$ cat src/rtl/nco_uart_pkg.sv
package nco_uart_pkg;

    typedef enum logic [2:0] {
        TX_IDLE  = 3'd0,
        TX_LEAD  = 3'd1,
        TX_START = 3'd2,
        TX_DATA  = 3'd3,
        TX_STOP  = 3'd4
    } tx_state_t;

endpackage

$ cat src/rtl/nco_tick_gen.sv
module nco_tick_gen #(
    parameter int ACC_W = 32
) (
    input  logic             clk,
    input  logic             rst,
    input  logic             run,
    input  logic [ACC_W-1:0] inc,
    output logic             tick
);

    logic [ACC_W-1:0] acc;
    logic [ACC_W:0]   sum;

    assign sum  = {1'b0, acc} + {1'b0, inc};
    assign tick = run & sum[ACC_W];

    always_ff @(posedge clk or posedge rst) begin
        if (rst) begin
            acc <= '0;
        end else if (!run) begin
            acc <= '0;
        end else begin
            acc <= sum[ACC_W-1:0];
        end
    end

    // below half range, a tick can never follow a tick directly
    p_tick_spacing_r3: assert property (@(posedge clk) disable iff (rst)
        (run && $past(run) && $past(tick) && inc == $past(inc) && !inc[ACC_W-1]) |-> !tick);

    // zero increment never produces a tick
    p_zero_inc_r3: assert property (@(posedge clk) disable iff (rst)
        (run && $past(run) && inc == '0 && $past(inc) == '0 && !$past(tick)) |-> !tick);

endmodule

$ cat src/rtl/nco_byte_fifo.sv
module nco_byte_fifo #(
    parameter int DATA_W = 8,
    parameter int DEPTH  = 16,
    localparam int PTR_W = $clog2(DEPTH),
    localparam int LVL_W = $clog2(DEPTH + 1)
) (
    input  logic              clk,
    input  logic              rst,
    input  logic              wr_en,
    input  logic [DATA_W-1:0] wr_data,
    input  logic              rd_en,
    output logic [DATA_W-1:0] rd_data,
    output logic [LVL_W-1:0]  level,
    output logic              ovf
);

    logic [DATA_W-1:0] mem [DEPTH];
    logic [PTR_W-1:0]  wr_ptr;
    logic [PTR_W-1:0]  rd_ptr;
    logic              full;
    logic              push;

    assign full    = (level == LVL_W'(DEPTH));
    assign push    = wr_en && !full;
    assign rd_data = mem[rd_ptr];

    function automatic logic [PTR_W-1:0] bump(input logic [PTR_W-1:0] p);
        return (p == PTR_W'(DEPTH - 1)) ? '0 : p + PTR_W'(1);
    endfunction

    always_ff @(posedge clk) begin
        if (push) begin
            mem[wr_ptr] <= wr_data;
        end
    end

    always_ff @(posedge clk or posedge rst) begin
        if (rst) begin
            wr_ptr <= '0;
            rd_ptr <= '0;
            level  <= '0;
            ovf    <= 1'b0;
        end else begin
            if (push) begin
                wr_ptr <= bump(wr_ptr);
            end
            if (rd_en) begin
                rd_ptr <= bump(rd_ptr);
            end
            unique case ({push, rd_en})
                2'b10:   level <= level + LVL_W'(1);
                2'b01:   level <= level - LVL_W'(1);
                default: level <= level;
            endcase
            if (wr_en && full) begin
                ovf <= 1'b1;
            end
        end
    end

    p_no_overflow_r8: assert property (@(posedge clk) disable iff (rst)
        level <= LVL_W'(DEPTH));

    p_ovf_sticky_r8: assert property (@(posedge clk) disable iff (rst)
        $past(ovf) |-> ovf);

    p_full_drop_r8: assert property (@(posedge clk) disable iff (rst)
        (full && wr_en && !rd_en) |=> (level == LVL_W'(DEPTH)) && ovf);

endmodule

$ cat src/rtl/nco_tx_serializer.sv
module nco_tx_serializer
    import nco_uart_pkg::*;
#(
    parameter int DATA_W        = 8,
    parameter int ACC_W         = 32,
    parameter int FRAME_LEN     = 5,
    parameter int TICKS_PER_BIT = 4,
    parameter int LVL_W         = 5,
    localparam int TC_W  = (TICKS_PER_BIT > 1) ? $clog2(TICKS_PER_BIT) : 1,
    localparam int BIT_W = $clog2(DATA_W),
    localparam int CL_W  = $clog2(FRAME_LEN + 1)
) (
    input  logic              clk,
    input  logic              rst,
    input  logic [ACC_W-1:0]  inc_in,
    input  logic              tick,
    input  logic [LVL_W-1:0]  fifo_level,
    input  logic [DATA_W-1:0] fifo_head,
    output logic [ACC_W-1:0]  inc_lat,
    output logic              pop,
    output logic              run,
    output logic              tx,
    output logic              de
);

    tx_state_t         state, nxt;
    logic [TC_W-1:0]   tick_cnt;
    logic [BIT_W-1:0]  bit_idx;
    logic [DATA_W-1:0] shreg;
    logic [CL_W-1:0]   chars_left;
    logic              bit_done;
    logic              frame_ready;

    assign bit_done    = tick && (tick_cnt == TC_W'(TICKS_PER_BIT - 1));
    assign frame_ready = (fifo_level >= LVL_W'(FRAME_LEN));

    // next state and pop request
    always_comb begin
        nxt = state;
        pop = 1'b0;
        unique case (state)
            TX_IDLE: begin
                if (frame_ready) nxt = TX_LEAD;
            end
            TX_LEAD: begin
                if (tick) begin
                    nxt = TX_START;
                    pop = 1'b1;
                end
            end
            TX_START: begin
                if (bit_done) nxt = TX_DATA;
            end
            TX_DATA: begin
                if (bit_done && bit_idx == BIT_W'(DATA_W - 1)) nxt = TX_STOP;
            end
            TX_STOP: begin
                if (bit_done) begin
                    if (chars_left != '0) begin
                        nxt = TX_START;
                        pop = 1'b1;
                    end else begin
                        nxt = TX_IDLE;
                    end
                end
            end
            default: nxt = TX_IDLE;
        endcase
    end

    // state register
    always_ff @(posedge clk or posedge rst) begin
        if (rst) state <= TX_IDLE;
        else     state <= nxt;
    end

    // datapath registers
    always_ff @(posedge clk or posedge rst) begin
        if (rst) begin
            tick_cnt   <= '0;
            bit_idx    <= '0;
            shreg      <= '0;
            chars_left <= '0;
            inc_lat    <= '0;
        end else begin
            if (state == TX_IDLE || state == TX_LEAD || (state == TX_STOP && bit_done)) begin
                inc_lat <= inc_in;
            end
            if (state == TX_IDLE || state == TX_LEAD) begin
                tick_cnt <= '0;
            end else if (tick) begin
                tick_cnt <= bit_done ? '0 : tick_cnt + TC_W'(1);
            end
            if (state == TX_IDLE && frame_ready) begin
                chars_left <= CL_W'(FRAME_LEN - 1);
            end else if (state == TX_STOP && bit_done && chars_left != '0) begin
                chars_left <= chars_left - CL_W'(1);
            end
            if (pop) begin
                shreg   <= fifo_head;
                bit_idx <= '0;
            end else if (state == TX_DATA && bit_done) begin
                shreg   <= shreg >> 1;
                bit_idx <= bit_idx + BIT_W'(1);
            end
        end
    end

    // outputs
    always_comb begin
        run = 1'b1;
        tx  = 1'b1;
        de  = 1'b1;
        unique case (state)
            TX_IDLE:  begin run = 1'b0; de = 1'b0; end
            TX_LEAD:  tx = 1'b1;
            TX_START: tx = 1'b0;
            TX_DATA:  tx = shreg[0];
            TX_STOP:  tx = 1'b1;
            default:  begin run = 1'b0; de = 1'b0; end
        endcase
    end

    // never pop an empty FIFO
    p_pop_nonempty_r10: assert property (@(posedge clk) disable iff (rst)
        pop |-> (fifo_level != '0));

    // latched increment frozen inside start and data bits
    p_inc_frozen_r9: assert property (@(posedge clk) disable iff (rst)
        (state == TX_DATA || state == TX_START) |=> $stable(inc_lat));

    // leaving LEAD puts a start bit on the line with the driver on
    p_lead_to_start_r7: assert property (@(posedge clk) disable iff (rst)
        ($past(state) == TX_LEAD && state == TX_START) |-> (!tx && de));

    // line is high whenever the driver is off
    p_idle_high_r1: assert property (@(posedge clk) disable iff (rst)
        !de |-> tx);

    // a frame only starts with a full frame buffered
    p_frame_gate_r5: assert property (@(posedge clk) disable iff (rst)
        (state == TX_IDLE && fifo_level < LVL_W'(FRAME_LEN)) |=> !de);

endmodule

$ cat src/rtl/nco_uart_tx.sv
module nco_uart_tx #(
    parameter int DATA_W        = 8,
    parameter int ACC_W         = 32,
    parameter int FIFO_DEPTH    = 16,
    parameter int FRAME_LEN     = 5,
    parameter int TICKS_PER_BIT = 4,
    localparam int LVL_W = $clog2(FIFO_DEPTH + 1)
) (
    input  logic              clk,
    input  logic              rst,
    input  logic [ACC_W-1:0]  phase_inc,
    input  logic [DATA_W-1:0] wr_data,
    input  logic              wr_stb,
    output logic              tx_line,
    output logic              drv_en,
    output logic              ovf_flag
);

    logic [LVL_W-1:0]  level;
    logic [DATA_W-1:0] head;
    logic              pop;
    logic              run;
    logic              tick;
    logic [ACC_W-1:0]  inc_lat;

    nco_byte_fifo #(
        .DATA_W (DATA_W),
        .DEPTH  (FIFO_DEPTH)
    ) u_fifo (
        .clk     (clk),
        .rst     (rst),
        .wr_en   (wr_stb),
        .wr_data (wr_data),
        .rd_en   (pop),
        .rd_data (head),
        .level   (level),
        .ovf     (ovf_flag)
    );

    nco_tick_gen #(
        .ACC_W (ACC_W)
    ) u_tick (
        .clk  (clk),
        .rst  (rst),
        .run  (run),
        .inc  (inc_lat),
        .tick (tick)
    );

    nco_tx_serializer #(
        .DATA_W        (DATA_W),
        .ACC_W         (ACC_W),
        .FRAME_LEN     (FRAME_LEN),
        .TICKS_PER_BIT (TICKS_PER_BIT),
        .LVL_W         (LVL_W)
    ) u_ser (
        .clk        (clk),
        .rst        (rst),
        .inc_in     (phase_inc),
        .tick       (tick),
        .fifo_level (level),
        .fifo_head  (head),
        .inc_lat    (inc_lat),
        .pop        (pop),
        .run        (run),
        .tx         (tx_line),
        .de         (drv_en)
    );

    // a strobe on a non-full FIFO does not set overflow
    p_accept_no_ovf_r4: assert property (@(posedge clk) disable iff (rst)
        (wr_stb && level < LVL_W'(FIFO_DEPTH) && !ovf_flag) |=> !ovf_flag);

endmodule

$ cat config.mk
export PLATFORM = sky130hd
export DESIGN_NAME = nco_uart_tx
export DESIGN_NICKNAME = d
export VERILOG_FILES = /design/src/rtl/nco_uart_pkg.sv /design/src/rtl/nco_tick_gen.sv /design/src/rtl/nco_byte_fifo.sv /design/src/rtl/nco_tx_serializer.sv /design/src/rtl/nco_uart_tx.sv
export SDC_FILE = /design/constraint.sdc
export NUM_CORES = 1
export LEC_CHECK = 0
export BUFFER_PORTS_ARGS = -buffer_cell sky130_fd_sc_hd__buf_2
export CELL_PAD_IN_SITES_DETAIL_PLACEMENT = 0
export CELL_PAD_IN_SITES_GLOBAL_PLACEMENT = 1
export CORE_UTILIZATION = 36
export DETAILED_ROUTE_END_ITERATION = 7
export GPL_ROUTABILITY_DRIVEN = 1
export PLACE_DENSITY_LB_ADDON = 0.12
export SLEW_MARGIN = 20
export SYNTH_ARGS = -nofsm -noshare
export SYNTH_HDL_FRONTEND = slang
export SYNTH_SLANG_ARGS = --single-unit
$ cat constraint.sdc
create_clock -name clk -period 3.9 [get_ports clk]
set_input_delay 0.195 -clock clk [delete_from_list [all_inputs] [get_ports clk]]
set_output_delay 0.195 -clock clk [all_outputs]
set_load 0.005 [all_outputs]
Word level (Yosys, flattened, before mapping)

Memories as Yosys holds them, arrays and structs flattened.
Index checks and enable logic that the tools add are counted.
W data, S select, Z words.

Register bits after elaboration: 97
Latch bits: 0
Memory bits (writable): 128
ROM bits: 0
Input port bits: 43
Output and inout bits: 3
Logic and storage cells: 85
Memories kept: 1

Memories:

| memory     | depth | width | rd ports | clocked after memory_dff | write ports | line                | RTL |
|---|---|---|---|---|---|---|---|
| u_fifo.mem | 16    | 8     | 1        | 0                        | 1           | nco_byte_fifo.sv:17 | `logic [DATA_W-1:0] mem [DEPTH];` |

Add/subtract/negate cells: 8
Multipliers: 0
Div/mod/pow operators: 0
Magnitude comparators: 1
Eq/ne operators: 16
Shifts and indexed selects: 0
Muxes and demuxes: 28
Bitwise gates (word level): 1
Reductions and logical operators: 19

Operators with widths:

| operator              | number |
|---|---|
| $add A32 B32 Y33      | 1 |
| $mux W32              | 1 |
| $mux W3               | 9 |
| $mux W8               | 2 |
| $pmux W3 S5           | 1 |
| $ne A2 B1 Y1 const B  | 5 |
| $pmux W5 S2           | 1 |
| $add A4 B1 Y4 const B | 2 |
| $eq A4 B4 Y1 const B  | 2 |
| $logic_and A1 B1 Y1   | 8 |
| $mux W2               | 4 |
| $mux W4               | 2 |
| $reduce_bool A2 Y1    | 4 |
| $eq A3 B2 Y1 const B  | 2 |
| $eq A3 B3 Y1 const B  | 2 |
| $mux W1               | 6 |
| $add A5 B1 Y5 const B | 1 |
| $eq A5 B5 Y1 const B  | 1 |
| $ge A5 B3 Y1 const B  | 1 |
| $reduce_and A5 Y1     | 1 |
| $sub A5 B1 Y5 const B | 1 |
| $eq A2 B2 Y1 const B  | 2 |
| $pmux W1 S2           | 2 |
| $reduce_or A4 Y1      | 1 |
| other kinds (10)      | 11 |

Longest topological paths before layout

Word-level depth: 9
Gate-level depth with buffers: 19
Depth with buffers taken out: 18

Cells and area by module

A second synthesis with hierarchy kept.

Cell total of the unflattened synthesis: 810
Area total of the unflattened synthesis: 11096.9 um^2

By module, submodules not included:

| module            | times used | cells an instance | area an instance (um^2) | seq. area each (um^2) |
|---|---|---|---|---|
| nco_byte_fifo     | 1          | 307               | 5796.8                  | 4194.0 |
| nco_tick_gen      | 1          | 336               | 2930.3                  | 800.8 |
| nco_tx_serializer | 1          | 167               | 2369.8                  | 1276.2 |

Least setup slack after synthesis

No wires, ideal clock.

Path kind: register -> register
Start: reg u_ser.inc_lat[0]
End: reg u_fifo.level[4]
Setup time: 125 ps
Data arrival time: 3491 ps
Required time: 3775 ps
Setup slack: 284 ps
Stages on the path, launching flop included: 20
Buffers on the path: 1
Clock period less this slack: 3616 ps
Cells stage by stage: dfrtp_1 > ha_1 > inv_1 > fa_1 > nand2b_1 > a21o_1 > o21a_1 > o31ai_4 > o21ai_1 > clkinv_1 > ha_1 > clkbuf_1 > xor2_1 > ha_1 > o21ai_0 > a21oi_1 > a21oi_1 > xor2_1 > nor2_1 > xor2_1

Longest elaborated chain between the ends: 7
Elaborated cells on any way between the ends: 10
Classes of those cells: 1 x add/sub; 2 x eq/ne; 4 x mux; 1 x bitwise; 2 x reduce/logical

Ends and longest elaborated chain:

| what                                              | line                    | RTL |
|---|---|---|
| start: declaration                                | nco_tx_serializer.sv:19 | `output logic [ACC_W-1:0] inc_lat,` |
| start signal: assignment                          | nco_tx_serializer.sv:87 | `inc_lat <= inc_in;` |
| $add A32 B32 Y33 (*)                              | nco_tick_gen.sv:14      | `assign sum = {1'b0, acc} + {1'b0, inc};` |
| $and A1 B1 Y1 (*)                                 | nco_tick_gen.sv:15      | `assign tick = run & sum[ACC_W];` |
| $logic_and A1 B1 Y1                               | nco_tx_serializer.sv:34 | `assign bit_done = tick && (tick_cnt == TC_W'(TICKS_PER_BIT - 1));` |
| $mux W1                                           | nco_tx_serializer.sv:58 | `if (bit_done) begin` |
| $pmux W1 S2 (*)                                   | nco_tx_serializer.sv:41 | `unique case (state)` |
| $eq A2 B1 Y1 or $eq A2 B2 Y1 (tied branches)      | nco_byte_fifo.sv:50     | `unique case ({push, rd_en})` |
| $pmux W5 S2 or $reduce_bool A2 Y1 (tied branches) | n/a                     |  |
| end signal: assignment                            | nco_byte_fifo.sv:51     | `2'b10: level <= level + LVL_W'(1);` |
| end signal: assignment                            | nco_byte_fifo.sv:52     | `2'b01: level <= level - LVL_W'(1);` |
| end signal: assignment                            | nco_byte_fifo.sv:53     | `default: level <= level;` |
| end: declaration                                  | nco_byte_fifo.sv:13     | `output logic [LVL_W-1:0] level,` |

Every way passes the cells marked *; elsewhere a longest branch is shown, timed or not.
A chain may end at the register's enable or synchronous reset.

Worst setup path in the final report

Start: reg u_ser.inc_lat[19]
End: reg u_fifo.level[4]

The elaborated chain is that of the path after synthesis.

==> key figures <==
Run status
  – Outcome: finished, final reports clean

Setup path
  – Crit path from: u_ser.inc_lat[19]
  – Crit path cell chain: ha_1 -> a21o_1 -> a311o_1 -> a21oi_1 -> nand2_1 -> o21ai_2 -> clkinv_1 -> ha_1 -> xor2_1 -> ha_1 -> o21ai_0 -> a21oi_1 -> a21oi_1 -> xor2_1 -> nor2_1 -> xor2_1
  – Type of the worst setup path: reg2reg
  – CP endpoint kind: flop
  – R2r startpoint: u_ser.inc_lat[19]
  – Crit Path Max Fanout: 9
  – WP data arrival: around 4000 ps
  – CP Data Required Time: 4340 ps
  – Setup crit end: u_fifo.level[4]
  – Flop-to-flop setup slack: 360 ps
  – Setup crit start kind: flop
  – Reg2Reg Depth: 16
  – Critical path's slowest cell: ha_1
  – CP max stage delay: between 400 and 500 ps
  – R2R Path End: u_fifo.level[4]

Floorplanning
  – Core area: slightly above 30,000 sq um
  – Row Count: 64
  – Num ports: 46
  – Die width: 180.0 um
  – Die H: 180.0 um
  – Die Footprint: 32,410 sq um
  – Starting Density: 36.91%

Timing
  – Final period util: 90.70%
  – Fmax: 282.7 MHz
  – Final slew viol count: 0
  – Worst Skew: 20.56 ps
  – Final setup violation count: 0
  – Tmin final: 3537 ps
  – Final WS setup: about 360 ps
  – RSZ-0062 raised after global routing: no
  – Fin Setup TNS: 0 ps
  – Worst slew pin tran: 911.5 ps
  – Relative slew slack: 39.23%
  – Final hold violation count: 0

Yosys
  – Mapped Area: 11,410 sq um
  – Yosys warns: 0
  – Synth Flop Type: edfxtp_1
  – Syn nets: 1,038
  – Post-synth EDFFs: 128
  – Post-synthesis sequential area ratio: 54.97%
  – FF+latch count, synth: 225
  – Post-synthesis cell type count: 64
  – Post-synthesis async set-or-reset flop share: a little over two fifths
  – Cells after Synth: 948
  – Syn_area_per_cell: between 10 and 15 sq um

GRT
  – Initial antenna violation count: 0
  – First-pass GRT wire length: 46,910 um
  – GRT met2 Usage: a little under a third
  – GRT overflow: 0
  – Total GRT Usage: between 10% and 20%
  – Vias in the first global route: 8,222
  – GRT busiest layer: met2
  – Largest net degree at the start of global routing: 67
  – Met3 usage: 2.445%
  – Met1 Use GR: between 20 and 25%

Detailed routing
  – Initial DRC Count: 496
  – Drt drc: 0
  – DR vias: 8,092
  – DR pass1 iterations: 5
  – Routed WL: 29,130 um
  – DR WL/cell: 20.25 um
  – Remaining antenna violation count: 0
  – Vias/cell: 5.623

Place
  – Placed inst area: approximately 12,000 sq um
  – Place WS: 186.4 ps
  – Hpwl dp: 19,240 um
  – Cells after DPL: 1,358
  – Placer congestion estimate: 0.8066
  – Buffers on Ports: 45

Final layout
  – Layout fillers: 2,931
  – Commonest cells after routing, fill and taps aside: edfxtp_1 (128), dfrtp_1 (96), nor2_1 (59)
  – Layout cells sized above 1: roughly 17%
  – Final Cell Area: ~13,000 sq um
  – Antenna diodes: 0
  – Non-Filler Instances: approximately 1.4k
  – Area Growth Syn to Fin: 17.19%
  – Post-layout nets: 1,115
  – Most common cell after layout, fill and taps aside: edfxtp_1

Clocking
  – Root buffer cell: clkbuf_16
  – # clock sinks: 225
  – CTS tree: done
  – Clk_lat worst skew: 560 ps
  – Cts bufs inserted: 27
  – Clock buffer depth: 3
  – CTS clk-pin slew, worst paths: 60 ps
  – H-tree Lvls: 1

Power
  – Clock share of power: between 20 and 25%
  – Leakage power: between 5 and 6 nW
  – Peak supply drop: 0.0003720 V
  – Pwr Density: 855.1 nW/um^2
  – Total power: 11.43 mW
  – Seq pwr share: between 30% and 40%
  – Net Sw Frac: 39.83%
  – NetSw: approximately 4.6 mW
  – Comb power frac: approximately 47%
  – Int Pwr: 6.878 mW

Run
  – Maxcap violations: 0

Hold path
  – Hold Crit Class: in2reg
synthesized netlist by cell type (3+ instances only):
| master | count | area share (%) |
|---|---|---|
| mux4_2 | 40 | 7.9 |
| o21bai_1 | 5 | 0.33 |
| nor2b_1 | 4 | 0.22 |
| a31oi_1 | 16 | 0.88 |
| nor3b_1 | 3 | 0.20 |
| or2_2 | 4 | 0.22 |
| a22oi_1 | 23 | 1.5 |
| a311oi_1 | 3 | 0.23 |
| xor2_1 | 12 | 0.92 |
| nor3_1 | 19 | 0.83 |
| o21ai_1 | 4 | 0.18 |
| and2_1 | 4 | 0.22 |
| o31ai_1 | 5 | 0.33 |
| a211oi_1 | 6 | 0.39 |
| ha_1 | 46 | 5.0 |
| clkbuf_1 | 37 | 1.2 |
| buf_2 | 20 | 0.88 |
| o31a_1 | 3 | 0.23 |
| and3_1 | 15 | 0.82 |
| edfxtp_1 | 128 | 34 |
| o21a_1 | 9 | 0.59 |
| o21ai_0 | 35 | 1.5 |
| nand4_1 | 38 | 2.1 |
| o41ai_1 | 3 | 0.23 |
| o211ai_1 | 36 | 2.4 |
| nand2b_1 | 10 | 0.55 |
| dfrtp_1 | 97 | 21 |
| inv_1 | 17 | 0.56 |
| xnor2_1 | 14 | 1.1 |
| nand3_1 | 54 | 2.4 |
| nand2_1 | 54 | 1.8 |
| a21o_1 | 18 | 1.2 |
| mux2i_1 | 5 | 0.44 |
| buf_1 | 6 | 0.20 |
| a21oi_1 | 54 | 2.4 |
| nor2_1 | 60 | 2.0 |
| a311o_1 | 3 | 0.26 |
cells by family after synthesis:
group | count (synthesis) | synth area share [%]
flops | 225 | 54.97
xor+xnor | 26 | 1.996
simple gates | 276 | 12.04
buf+inv | 83 | 2.950
fa+ha+maj | 47 | 5.220
compound gates | 245 | 14.39
mux | 46 | 8.434
power by group through the flow:
stage / Combinational (mW) / Clock, mW / Sequential [mW]
2_1_floorplan: 4.11 / 0 / 3.41
3_3_place_gp: 5.34 / 0 / 3.63
3_5_place_dp: 5.32 / 0 / 3.65
4_1_cts: 5.38 / 2.55 / 3.61
5_1_grt: 5.99 / 2.65 / 3.68
6_report: 5.35 / 2.49 / 3.59
worst min path at each step:
| stage | slack, ps | start | depth (start not counted) | end |
|---|---|---|---|---|
| 2_1_floorplan | 290 | wr_data[0] | 0 | u_fifo.mem[0][0] |
| 3_3_place_gp | 420 | wr_stb | 2 | u_fifo.ovf |
| 3_5_place_dp | 420 | wr_stb | 2 | u_fifo.ovf |
| 4_1_cts | 3 | wr_data[6] | 1 | u_fifo.mem[3][6] |
| 5_1_grt | 8 | wr_data[2] | 1 | u_fifo.mem[15][2] |
| 6_report | 20 | wr_data[6] | 1 | u_fifo.mem[3][6] |
critical path: cells and delay by family (launching register included):
kind / cells / cell delay (ps)
adder cells (fa/ha/maj): 3 / 850
AO/OA/AOI/OAI: 7 / 1390
AND/OR/NAND/NOR: 2 / 200
buffers and inverters: 1 / 130
XOR/XNOR: 3 / 450
flip-flops: 1 / 400
routing by layer:
metal	wire, um	up-vias
li1	-	3831
met1	13310	4078
met2	14340	143
met3	920	40
met4	558	0
met5	0	-
sequential cells by signal, summed over array words and instances, names as in the netlist, 2 cells and up:
name	count
u_ser.state	3
u_tick.acc	32
u_ser.shreg	8
u_fifo.wr_ptr	4
u_ser.bit_idx	3
u_ser.chars_left	3
u_ser.tick_cnt	2
u_fifo.mem	128
u_ser.inc_lat	32
u_fifo.level	5
u_fifo.rd_ptr	4
stage by stage:
step	utilization, %	hold WS [ps]
2_1_floorplan	-	293.9
3_3_place_gp	39.31	421.2
3_5_place_dp	39.31	423.8
4_1_cts	43.20	3.003
5_1_grt	43.25	7.801
6_report	43.25	16.13
cell type report:
type	instances	area [sq um]	share of cell area, %
flip-flops and latches	225	6272	46.92
multi-input cells	640	4831	36.13
well taps	396	495.5	3.706
clock buffers	31	690.7	5.166
clock inverters	16	171.4	1.282
inverters	20	77.57	0.5803
repair buffers	111	830.8	6.214
timing repair:
item / in CTS / in global routing
buffers inserted: 0 / 0
hold buffers: 34 / 0
endpoints found under the setup margin: 0 / 1
endpoints found under the hold margin: 98 / 0
gates resized for setup: 0 / 4
(Power assumes the default switching activity.)
